File: config.mk
export PLATFORM = sky130hd
export DESIGN_NAME = bcn_timer_unit
export DESIGN_NICKNAME = d
export VERILOG_FILES = /design/src/rtl/bcn_pkg.sv /design/src/rtl/bcn_ctrl.sv /design/src/rtl/bcn_dp.sv /design/src/rtl/bcn_timer_unit.sv
export SDC_FILE = /design/constraint.sdc
export NUM_CORES = 1
export LEC_CHECK = 0
export ABC_AREA = 1
export BUFFER_PORTS_ARGS = -buffer_cell sky130_fd_sc_hd__buf_2
export CAP_MARGIN = 0
export CORE_UTILIZATION = 29
export CTS_CLUSTER_DIAMETER = 30
export DETAILED_ROUTE_END_ITERATION = 10
export SYNTH_ARGS = -nofsm -noshare
export SYNTH_HDL_FRONTEND = slang
export SYNTH_SLANG_ARGS = --single-unit
File: constraint.sdc
create_clock -name clk -period 3.2 [get_ports clk]
set_input_delay 0.16 -clock clk [delete_from_list [all_inputs] [get_ports clk]]
set_output_delay 0.16 -clock clk [all_outputs]
set_load 0.05 [all_outputs]
File: src/rtl/bcn_pkg.sv
package bcn_pkg;
  localparam int TSF_W   = 64;
  localparam int REG_W   = 32;
  localparam int ADDR_W  = 3;
  localparam int NUM_TMR = 4;

  // timer indices; the alert timers count in eighth-TU units
  localparam int TMR_NEXT = 0;
  localparam int TMR_DMA  = 1;
  localparam int TMR_SW   = 2;
  localparam int TMR_ATIM = 3;

  // write-port word addresses
  localparam int ADR_TSF_LO   = 0;
  localparam int ADR_TSF_HI   = 1;
  localparam int ADR_CTRL     = 2;
  localparam int ADR_INTERVAL = 3;
  localparam int ADR_TMR_BASE = 4;

  typedef struct packed {
    logic               loadLo;
    logic               loadHi;
    logic               clearTsf;
    logic               setIntv;
    logic [NUM_TMR-1:0] setTimer;
  } dpStrobe_t;
endpackage

File: src/rtl/bcn_ctrl.sv
module bcn_ctrl
  import bcn_pkg::*;
(
  input  logic              clk,
  input  logic              rstN,
  input  logic              wrEn,
  input  logic [ADDR_W-1:0] wrAddr,
  input  logic [REG_W-1:0]  wrData,
  output dpStrobe_t         stb,
  output logic              bcnEnable,
  output logic              rstReq
);
  logic ctrlWr;
  assign ctrlWr = wrEn && (wrAddr == ADDR_W'(ADR_CTRL));

  always_ff @(posedge clk) begin
    if (!rstN) begin
      bcnEnable <= 1'b0;
      rstReq    <= 1'b0;
    end else if (ctrlWr) begin
      bcnEnable <= wrData[0];
      if (wrData[1]) rstReq <= ~rstReq;
    end
  end

  always_comb begin
    stb          = '0;
    stb.loadLo   = wrEn && (wrAddr == ADDR_W'(ADR_TSF_LO));
    stb.loadHi   = wrEn && (wrAddr == ADDR_W'(ADR_TSF_HI));
    stb.setIntv  = wrEn && (wrAddr == ADDR_W'(ADR_INTERVAL));
    // clear only on the toggle that raises the request
    stb.clearTsf = ctrlWr && wrData[1] && !rstReq;
    for (int i = 0; i < NUM_TMR; i++)
      stb.setTimer[i] = wrEn && (wrAddr == ADDR_W'(ADR_TMR_BASE + i));
  end
endmodule

File: src/rtl/bcn_dp.sv
module bcn_dp
  import bcn_pkg::*;
#(
  parameter int TU_SHIFT = 10,
  parameter int CMP_W    = 16,
  parameter int FRAC_W   = 3
) (
  input  logic               clk,
  input  logic               rstN,
  input  logic               usTick,
  input  dpStrobe_t          stb,
  input  logic [REG_W-1:0]   wrData,
  input  logic               bcnEnable,
  output logic [TSF_W-1:0]   tsf,
  output logic [NUM_TMR-1:0] ev
);
  localparam int HALF_W = TSF_W / 2;

  logic [CMP_W-1:0]   interval;
  logic [NUM_TMR-1:0] hitVec;

  always_ff @(posedge clk) begin
    if (!rstN) begin
      tsf <= '0;
    end else if (stb.clearTsf) begin
      tsf <= '0;
    end else if (stb.loadLo || stb.loadHi) begin
      if (stb.loadLo) tsf[HALF_W-1:0]     <= wrData[HALF_W-1:0];
      if (stb.loadHi) tsf[TSF_W-1:HALF_W] <= wrData[HALF_W-1:0];
    end else if (usTick) begin
      tsf <= tsf + 1'b1;
    end
  end

  always_ff @(posedge clk) begin
    if (!rstN)            interval <= '0;
    else if (stb.setIntv) interval <= wrData[CMP_W-1:0];
  end

  for (genvar i = 0; i < NUM_TMR; i++) begin : g_tmr
    localparam bit EIGHTH = (i == TMR_DMA) || (i == TMR_SW);
    localparam int W      = EIGHTH ? CMP_W + FRAC_W : CMP_W;
    localparam int SH     = EIGHTH ? TU_SHIFT - FRAC_W : TU_SHIFT;

    logic [W-1:0] tmr;
    logic [W-1:0] step;
    logic         parked;

    assign step      = W'(interval) << (W - CMP_W);
    assign hitVec[i] = !parked && (tsf[SH +: W] == tmr);

    always_ff @(posedge clk) begin
      if (!rstN) begin
        tmr    <= '0;
        parked <= 1'b0;
      end else if (stb.setTimer[i]) begin
        tmr    <= wrData[W-1:0];
        parked <= EIGHTH && (&wrData[CMP_W-1:0]);
      end else if (hitVec[i]) begin
        tmr <= tmr + step;
      end
    end
  end

  always_ff @(posedge clk) begin
    if (!rstN) ev <= '0;
    else       ev <= hitVec & {NUM_TMR{bcnEnable}};
  end
endmodule

File: src/rtl/bcn_timer_unit.sv
module bcn_timer_unit
  import bcn_pkg::*;
#(
  parameter int TU_SHIFT = 10,
  parameter int CMP_W    = 16,
  parameter int FRAC_W   = 3
) (
  input  logic              clk,
  input  logic              rstN,
  input  logic              usTick,
  input  logic              wrEn,
  input  logic [ADDR_W-1:0] wrAddr,
  input  logic [REG_W-1:0]  wrData,
  output logic [TSF_W-1:0]  tsf,
  output logic              evNextBcn,
  output logic              evDmaAlert,
  output logic              evSwAlert,
  output logic              evAtimEnd
);
  dpStrobe_t          stb;
  logic               bcnEnable;
  logic               rstReq;
  logic [NUM_TMR-1:0] ev;

  bcn_ctrl u_ctrl (
    .clk(clk), .rstN(rstN), .wrEn(wrEn), .wrAddr(wrAddr), .wrData(wrData),
    .stb(stb), .bcnEnable(bcnEnable), .rstReq(rstReq)
  );

  bcn_dp #(.TU_SHIFT(TU_SHIFT), .CMP_W(CMP_W), .FRAC_W(FRAC_W)) u_dp (
    .clk(clk), .rstN(rstN), .usTick(usTick), .stb(stb), .wrData(wrData),
    .bcnEnable(bcnEnable), .tsf(tsf), .ev(ev)
  );

  assign evNextBcn  = ev[TMR_NEXT];
  assign evDmaAlert = ev[TMR_DMA];
  assign evSwAlert  = ev[TMR_SW];
  assign evAtimEnd  = ev[TMR_ATIM];
endmodule

==> results.json, run 1 <==
{
  "outcome": "complete, but fails checks",
  "violations": "DRC",
  "routed_via_density": 4.98,
  "routed_wl_um": 54800,
  "power_leakage_nw": 7.39,
  "max-vdd-ir-drop_mv": 0.364,
  "layout_commonest_cell": "nand2_1",
  "end_kind": "flip-flop",
  "grt_pass1_wl_um": 83200,
  "grt_setup_unrepaired": "no",
  "drc": 8,
  "synthesis.area_um2": 13700,
  "ys_seq_area_frac": 0.230,
  "ys.flop_type": "dfxtp_1",
  "power.density_nw_per_um2": 367,
  "htree_num_levels": 4,
  "worstSkewPairLatency_ns": 0.46,
  "wire_per_inst_um": 17.5,
  "finalCriticalPeriod_ns": 2.41,
  "netlist_instances": 2445,
  "cts.clk_slew.worst_paths_ns": 0.07,
  "r2r_cells": 11,
  "initial_core_util": 0.295,
  "skew_ns": 0.0170,
  "io_pins": 107,
  "nets": 2615,
  "portBuffers": 106,
  "die_h_um": 220,
  "clock-sinks": 158,
  "max_cap_violations": 0,
  "grt.total_usage": 0.228,
  "globalRouteOverflowTotal": 0,
  "cts-root-buf": "clkbuf_16",
  "slew_headroom": 0.212,
  "fin_util": 0.330,
  "slew_viol_final": 0,
  "cts-buffers-inserted": 17,
  "core-area_um2": 46700,
  "clock.fmax_mhz": 415,
  "ys_ff_latch": 158,
  "postRouteAntennaNets": 0,
  "whs_path_depth": 3,
  "dpl-instance-area_um2": 14800,
  "synth_cell_type_count": 41,
  "worstSetupStartpointType": "flip-flop",
  "vias": 15613,
  "synthArstFlopShare": 0,
  "chipWidth_um": 220,
  "place_ws_ns": 0.820,
  "final_area_um2": 15400,
  "antenna_found_initial": 2,
  "drt-initial-drc-count": 1384,
  "area_growth_pct": 12.1,
  "crit_arrival_ns": 2.71,
  "hp-class": "in -> reg",
  "synth_edf_count": 0,
  "timing.final.hold_violations": 0,
  "r2r_setup_slack_ns": 0.79,
  "worst_slew_pin_slew_ns": 1.17,
  "fp-row-count": 79,
  "hpwl_um": 41900,
  "finalWorstSetupSlack_ns": 0.790,
  "cts_buffer_depth": 2,
  "fin_tns_setup_ns": 0,
  "final.period_utilization": 0.753,
  "gp_congestion": 0.918,
  "die_area_um2": 48300,
  "layout-drive-gt1-share": 0.0939,
  "cts_tree": "built",
  "setup_viol": 0,
  "most-common-layout-cells": "nand2_1, nor2_1, inv_1",
  "grt_pass1_vias": 14172,
  "first_pass_iters": 10,
  "grt_start_max_net_pins": 63,
  "crit_required_ns": 3.50,
  "crit_type": "reg -> reg",
  "yosysWarnings": 0,
  "avgSynthCellArea_um2": 5.62,
  "post_cts_resized": 0,
  "synth_fp_nets": 2549,
  "path_max_fanout": 10
}
[Yosys cell counts (all sizes together) (2+ instances only)]
master	number	area, um^2
nor3	26	140
o211ai	7	52.6
nor2	336	1350
buf	35	213
a211oi	2	15.0
a21oi	174	871
nand3	156	798
a31oi	2	12.5
or2	8	50.1
dfxtp	158	3160
clkinv	3	11.3
o21bai	3	22.5
nand4	25	156
xnor2	16	140
ha	61	763
nand3b	27	203
and2	3	18.8
o21ai	132	664
xor2	42	368
clkbuf	38	143
fa	4	80.1
o21a	2	15.0
nand2	882	3350
inv	299	1120
[per-stage QoR]
stage | hold WS [ns] | power (W) | instances
after floorplan | 0.295 | 0.00306 | 2445
after global placement | 0.453 | 0.00347 | 3098
after detailed placement | 0.449 | 0.00347 | 3098
after CTS | 0.0160 | 0.00565 | 3131
after global routing | 0.0326 | 0.00588 | 3133
final | 0.0320 | 0.00565 | 3134
[critical path: stages, from the launching register on]
cell and delay, ns:
dfxtp_1 0.76, inv_2 0.19, nand2_1 0.10, nand2_1 0.05
nor2_1 0.12, nand2_1 0.08, nor2_1 0.20, nand2_2 0.20
nand2_1 0.26, inv_2 0.14, nand2_1 0.08, a21oi_1 0.06
[sequential cells by signal, indices dropped and copies added (netlist names)]
name               count
u_dp.g_tmr.tmr        70
u_dp.tsf              64
u_dp.g_tmr.step       16
u_dp.ev                4
u_dp.g_tmr.parked      2
u_ctrl.bcnEnable       1
u_ctrl.rstReq          1
[report_power, final]
group	internal, W	leakage [nW]	switching [W]
clock network	0.00126	0.291	0.000949
registers	0.00206	1.29	0.000203
logic	0.000333	5.82	0.000854
[layer usage]
metal  up-vias  part of all wire  global-route usage
met1      7104              0.44               0.301
met5         -                 0                   0
met3       101             0.070              0.0403
met4         0             0.042               0.102
li1       7862                 -                   -
met2       546              0.45               0.361
[repair_timing]
action | 4_1_cts | 5_1_grt
endpoints found under the setup margin | 0 | 0
hold endpoints to repair | 1 | 0
buffers inserted | 0 | 0
hold buffers | 1 | 0
[layout make-up]
type                       instances  area, um^2
clock buffer                      20         447
multi-input combinational       1912        9100
fill                            5334       31200
clock inverter                    12         163
antenna                            3        7.51
timing repair buffer             120         638
inverter                         302        1130
sequential                       158        3160
tap                              607         759
[cell families (layout without fill, tap and decap cells)]
family                   Yosys count  count (layout)  synth area share
buffers and inverters            375             454             0.108
AND/OR/NAND/NOR                 1465            1465             0.442
adder cells (fa/ha/maj)           65              65            0.0613
XOR/XNOR                          58              58            0.0369
flip-flops                       158             158             0.230
AO/OA/AOI/OAI                    324             324             0.121
other                              0               3                 0
[worst paths after layout]
| path | start | endpoint |
|---|---|---|
| setup reg to reg | u_dp.tsf[22]$_SDFFE_PP0P_ | u_dp.g_tmr[0].tmr[7]$_SDFFE_PN0P_ |
| hold reg to reg | u_dp.g_tmr[1].parked$_SDFFE_PN0P_ | u_dp.g_tmr[1].parked$_SDFFE_PN0P_ |
| hold / removal | wrData[27] | u_dp.tsf[59]$_SDFFE_PP0P_ |
| setup / recovery | u_dp.tsf[22]$_SDFFE_PP0P_ | u_dp.g_tmr[0].tmr[7]$_SDFFE_PN0P_ |
Note: power is estimated with default switching activity, not from simulation.
==> inputs of run 2 (changes only) <==
==> constraint.sdc (replaced) <==
create_clock -name clk -period 1.9 [get_ports clk]
set_input_delay 0.095 -clock clk [delete_from_list [all_inputs] [get_ports clk]]
set_output_delay 0.095 -clock clk [all_outputs]
set_load 0.05 [all_outputs]
==> run 2 against run 1 <==
  * The flow finishes with violations (DRC, setup timing)
  * Routed wire length is 3.7% higher
  * Flip-flop and latch count stayed put
  * Design area is 17% higher
  * Clock power is 72% higher
  * Critical path type unchanged
  * Critical endpoint is now u_dp.g_tmr[1].tmr[13]$_SDFFE_PN0P_
  * Largest power group is now clock
==> results.json, run 2 (synthesis results as in run 1) <==
{
  "outcome": "complete, but fails checks",
  "violations": "DRC, setup timing",
  "htree_num_levels": 4,
  "slew_viol_final": 0,
  "wire_per_inst_um": 17.0,
  "finalWorstSetupSlack_ns": -0.00345,
  "hp-class": "in -> reg",
  "nets": 2821,
  "r2r_setup_slack_ns": -0.003,
  "layoutNonFillerInstCount": 3337,
  "routed_via_density": 4.88,
  "wl_met1_um": 25900,
  "worstSkewPairLatency_ns": 0.46,
  "dpl-instance-area_um2": 16400,
  "max_cap_violations": 0,
  "cts_buffer_depth": 2,
  "grt_pass1_vias": 14440,
  "path_cells": "buf_6, ha_2, fa_2, nand2_2, nand2_1, nand3b_1, nand2_2, nand2_2, nand3b_1, nand2_1, nor2_1, nor2_1, nor2_1",
  "cts.clk_slew.worst_paths_ns": 0.06,
  "gp_congestion": 0.927,
  "multiInputGateArea_um2": 9850,
  "portBuffers": 106,
  "timing.final.hold_violations": 0,
  "die_area_um2": 48300,
  "postRouteAntennaNets": 0,
  "die_h_um": 220,
  "layout_commonest_cell": "nand2_1",
  "grt_setup_unrepaired": "yes",
  "clock-sinks": 158,
  "core-area_um2": 46700,
  "drc": 6,
  "first_pass_iters": 8,
  "cp_slowest_stage_delay_ns": 0.35,
  "worst_slew_pin_slew_ns": 0.825,
  "n_fill_cell": 5134,
  "cts-root-buf": "clkbuf_16",
  "wl_met3_um": 3620,
  "max-vdd-ir-drop_mv": 0.558,
  "grt_pass1_wl_um": 84800,
  "grt.total_usage": 0.233,
  "crit_slowest_cell": "fa_2",
  "drt-initial-drc-count": 1515,
  "setup_viol": 1,
  "worstSetupStartpointType": "flip-flop",
  "area_growth_pct": 31.4,
  "antenna_found_initial": 1,
  "place_ws_ns": -0.107,
  "routed_wl_um": 56900,
  "routed.top_layer": "met4",
  "crit_arrival_ns": 2.22,
  "chipWidth_um": 220,
  "final.period_utilization": 1.00,
  "io_pins": 107,
  "end_kind": "flip-flop",
  "clock.fmax_mhz": 525,
  "vias": 16270,
  "layout-drive-gt1-share": 0.217,
  "globalRouteOverflowTotal": 0,
  "path_max_fanout": 3,
  "largest_reg_flops": 70,
  "regMostFlops": "u_dp.g_tmr.tmr",
  "crit_required_ns": 2.21,
  "dp.cells": 3288,
  "whs_path_depth": 5,
  "power_leakage_nw": 8.51,
  "initial_core_util": 0.295,
  "skew_ns": 0.0101,
  "power.density_nw_per_um2": 561,
  "fp-row-count": 79,
  "cts-buffers-inserted": 17,
  "hpwl_um": 44000,
  "slew_headroom": 0.450,
  "most-common-layout-cells": "nand2_1, nor2_1, inv_1",
  "r2r_cells": 13,
  "cts_tree": "built",
  "wl_met2_um": 25100,
  "grt_start_max_net_pins": 63,
  "seq_area_um2": 3240,
  "crit_type": "reg -> reg",
  "finalCriticalPeriod_ns": 1.90,
  "final_area_um2": 18100
}
[run 2: cell count changes in the layout (fill, tap and decap cells not counted), moves of 14 or more]
cell and change:
buf_12 +15, buf_4 +174, dfxtp_1 -33, dfxtp_2 +19
dfxtp_4 +14, ha_1 -35, ha_4 +33, nand2_1 -35
nand2_2 +30, nor2_1 -24, nor2_2 +20
[run 2: path summary, 6_finish.rpt]
path / start / endpoint
hold / removal: wrData[29] / u_dp.tsf[29]$_SDFFE_PP0P_
setup / recovery: u_dp.g_tmr[0].step[0]$_SDFFE_PN0P_ / u_dp.g_tmr[1].tmr[13]$_SDFFE_PN0P_
setup reg to reg: u_dp.g_tmr[0].step[0]$_SDFFE_PN0P_ / u_dp.g_tmr[1].tmr[13]$_SDFFE_PN0P_
hold reg to reg: u_dp.g_tmr[1].tmr[2]$_SDFFE_PN0P_ / u_dp.g_tmr[1].tmr[2]$_SDFFE_PN0P_
[run 2: power breakdown]
group          internal, W  switching, W
registers          0.00346      0.000250
clock network      0.00230       0.00149
logic             0.000948       0.00168
[run 2: per-layer routing]
| metal | GRT usage | vias up |
|---|---|---|
| met5 | 0 | - |
| met4 | 0.108 | 0 |
| met3 | 0.0301 | 96 |
| met2 | 0.360 | 539 |
| met1 | 0.319 | 7356 |
| li1 | - | 8279 |
[run 2: worst max-delay path: cells and delay by family, from the launching register on]
| family | cells | cell delay [ns] |
|---|---|---|
| buffers and inverters | 1 | 0.12 |
| adder cells (fa/ha/maj) | 2 | 0.53 |
| AND/OR/NAND/NOR | 10 | 0.78 |
| flip-flops | 1 | 0.34 |
[run 2: layout make-up]
class	count	area share
Timing Repair Buffer	326	0.135
Multi-Input combinational cell	1912	0.545
Tap cell	607	0.0421
Clock buffer	26	0.0293
Sequential cell	158	0.179
Clock inverter	5	0.00554
Inverter	302	0.0630
Antenna cell	1	0.000139
[run 2: per-stage QoR]
step,utilization,TNS (ns),total power (W),hold WS [ns]
detailed placement,0.352,-0.879,0.00623,0.411
floorplan,-,0,0.00517,0.230
global placement,0.352,-0.583,0.00623,0.405
global route,0.387,-1.81,0.0105,0.0317
CTS,0.368,-0.0000207,0.0100,0.00550
finish,0.387,-0.00345,0.0101,0.0147
[run 2: timing repair]
action / in CTS / in global routing
gates resized for setup: 21 / 164
hold endpoints to repair: 14 / 0
setup buffers: 0 / 7
endpoints found under the setup margin: 28 / 105
gates cloned: 0 / 1
pin swaps: 1 / 33
hold buffers: 9 / 0
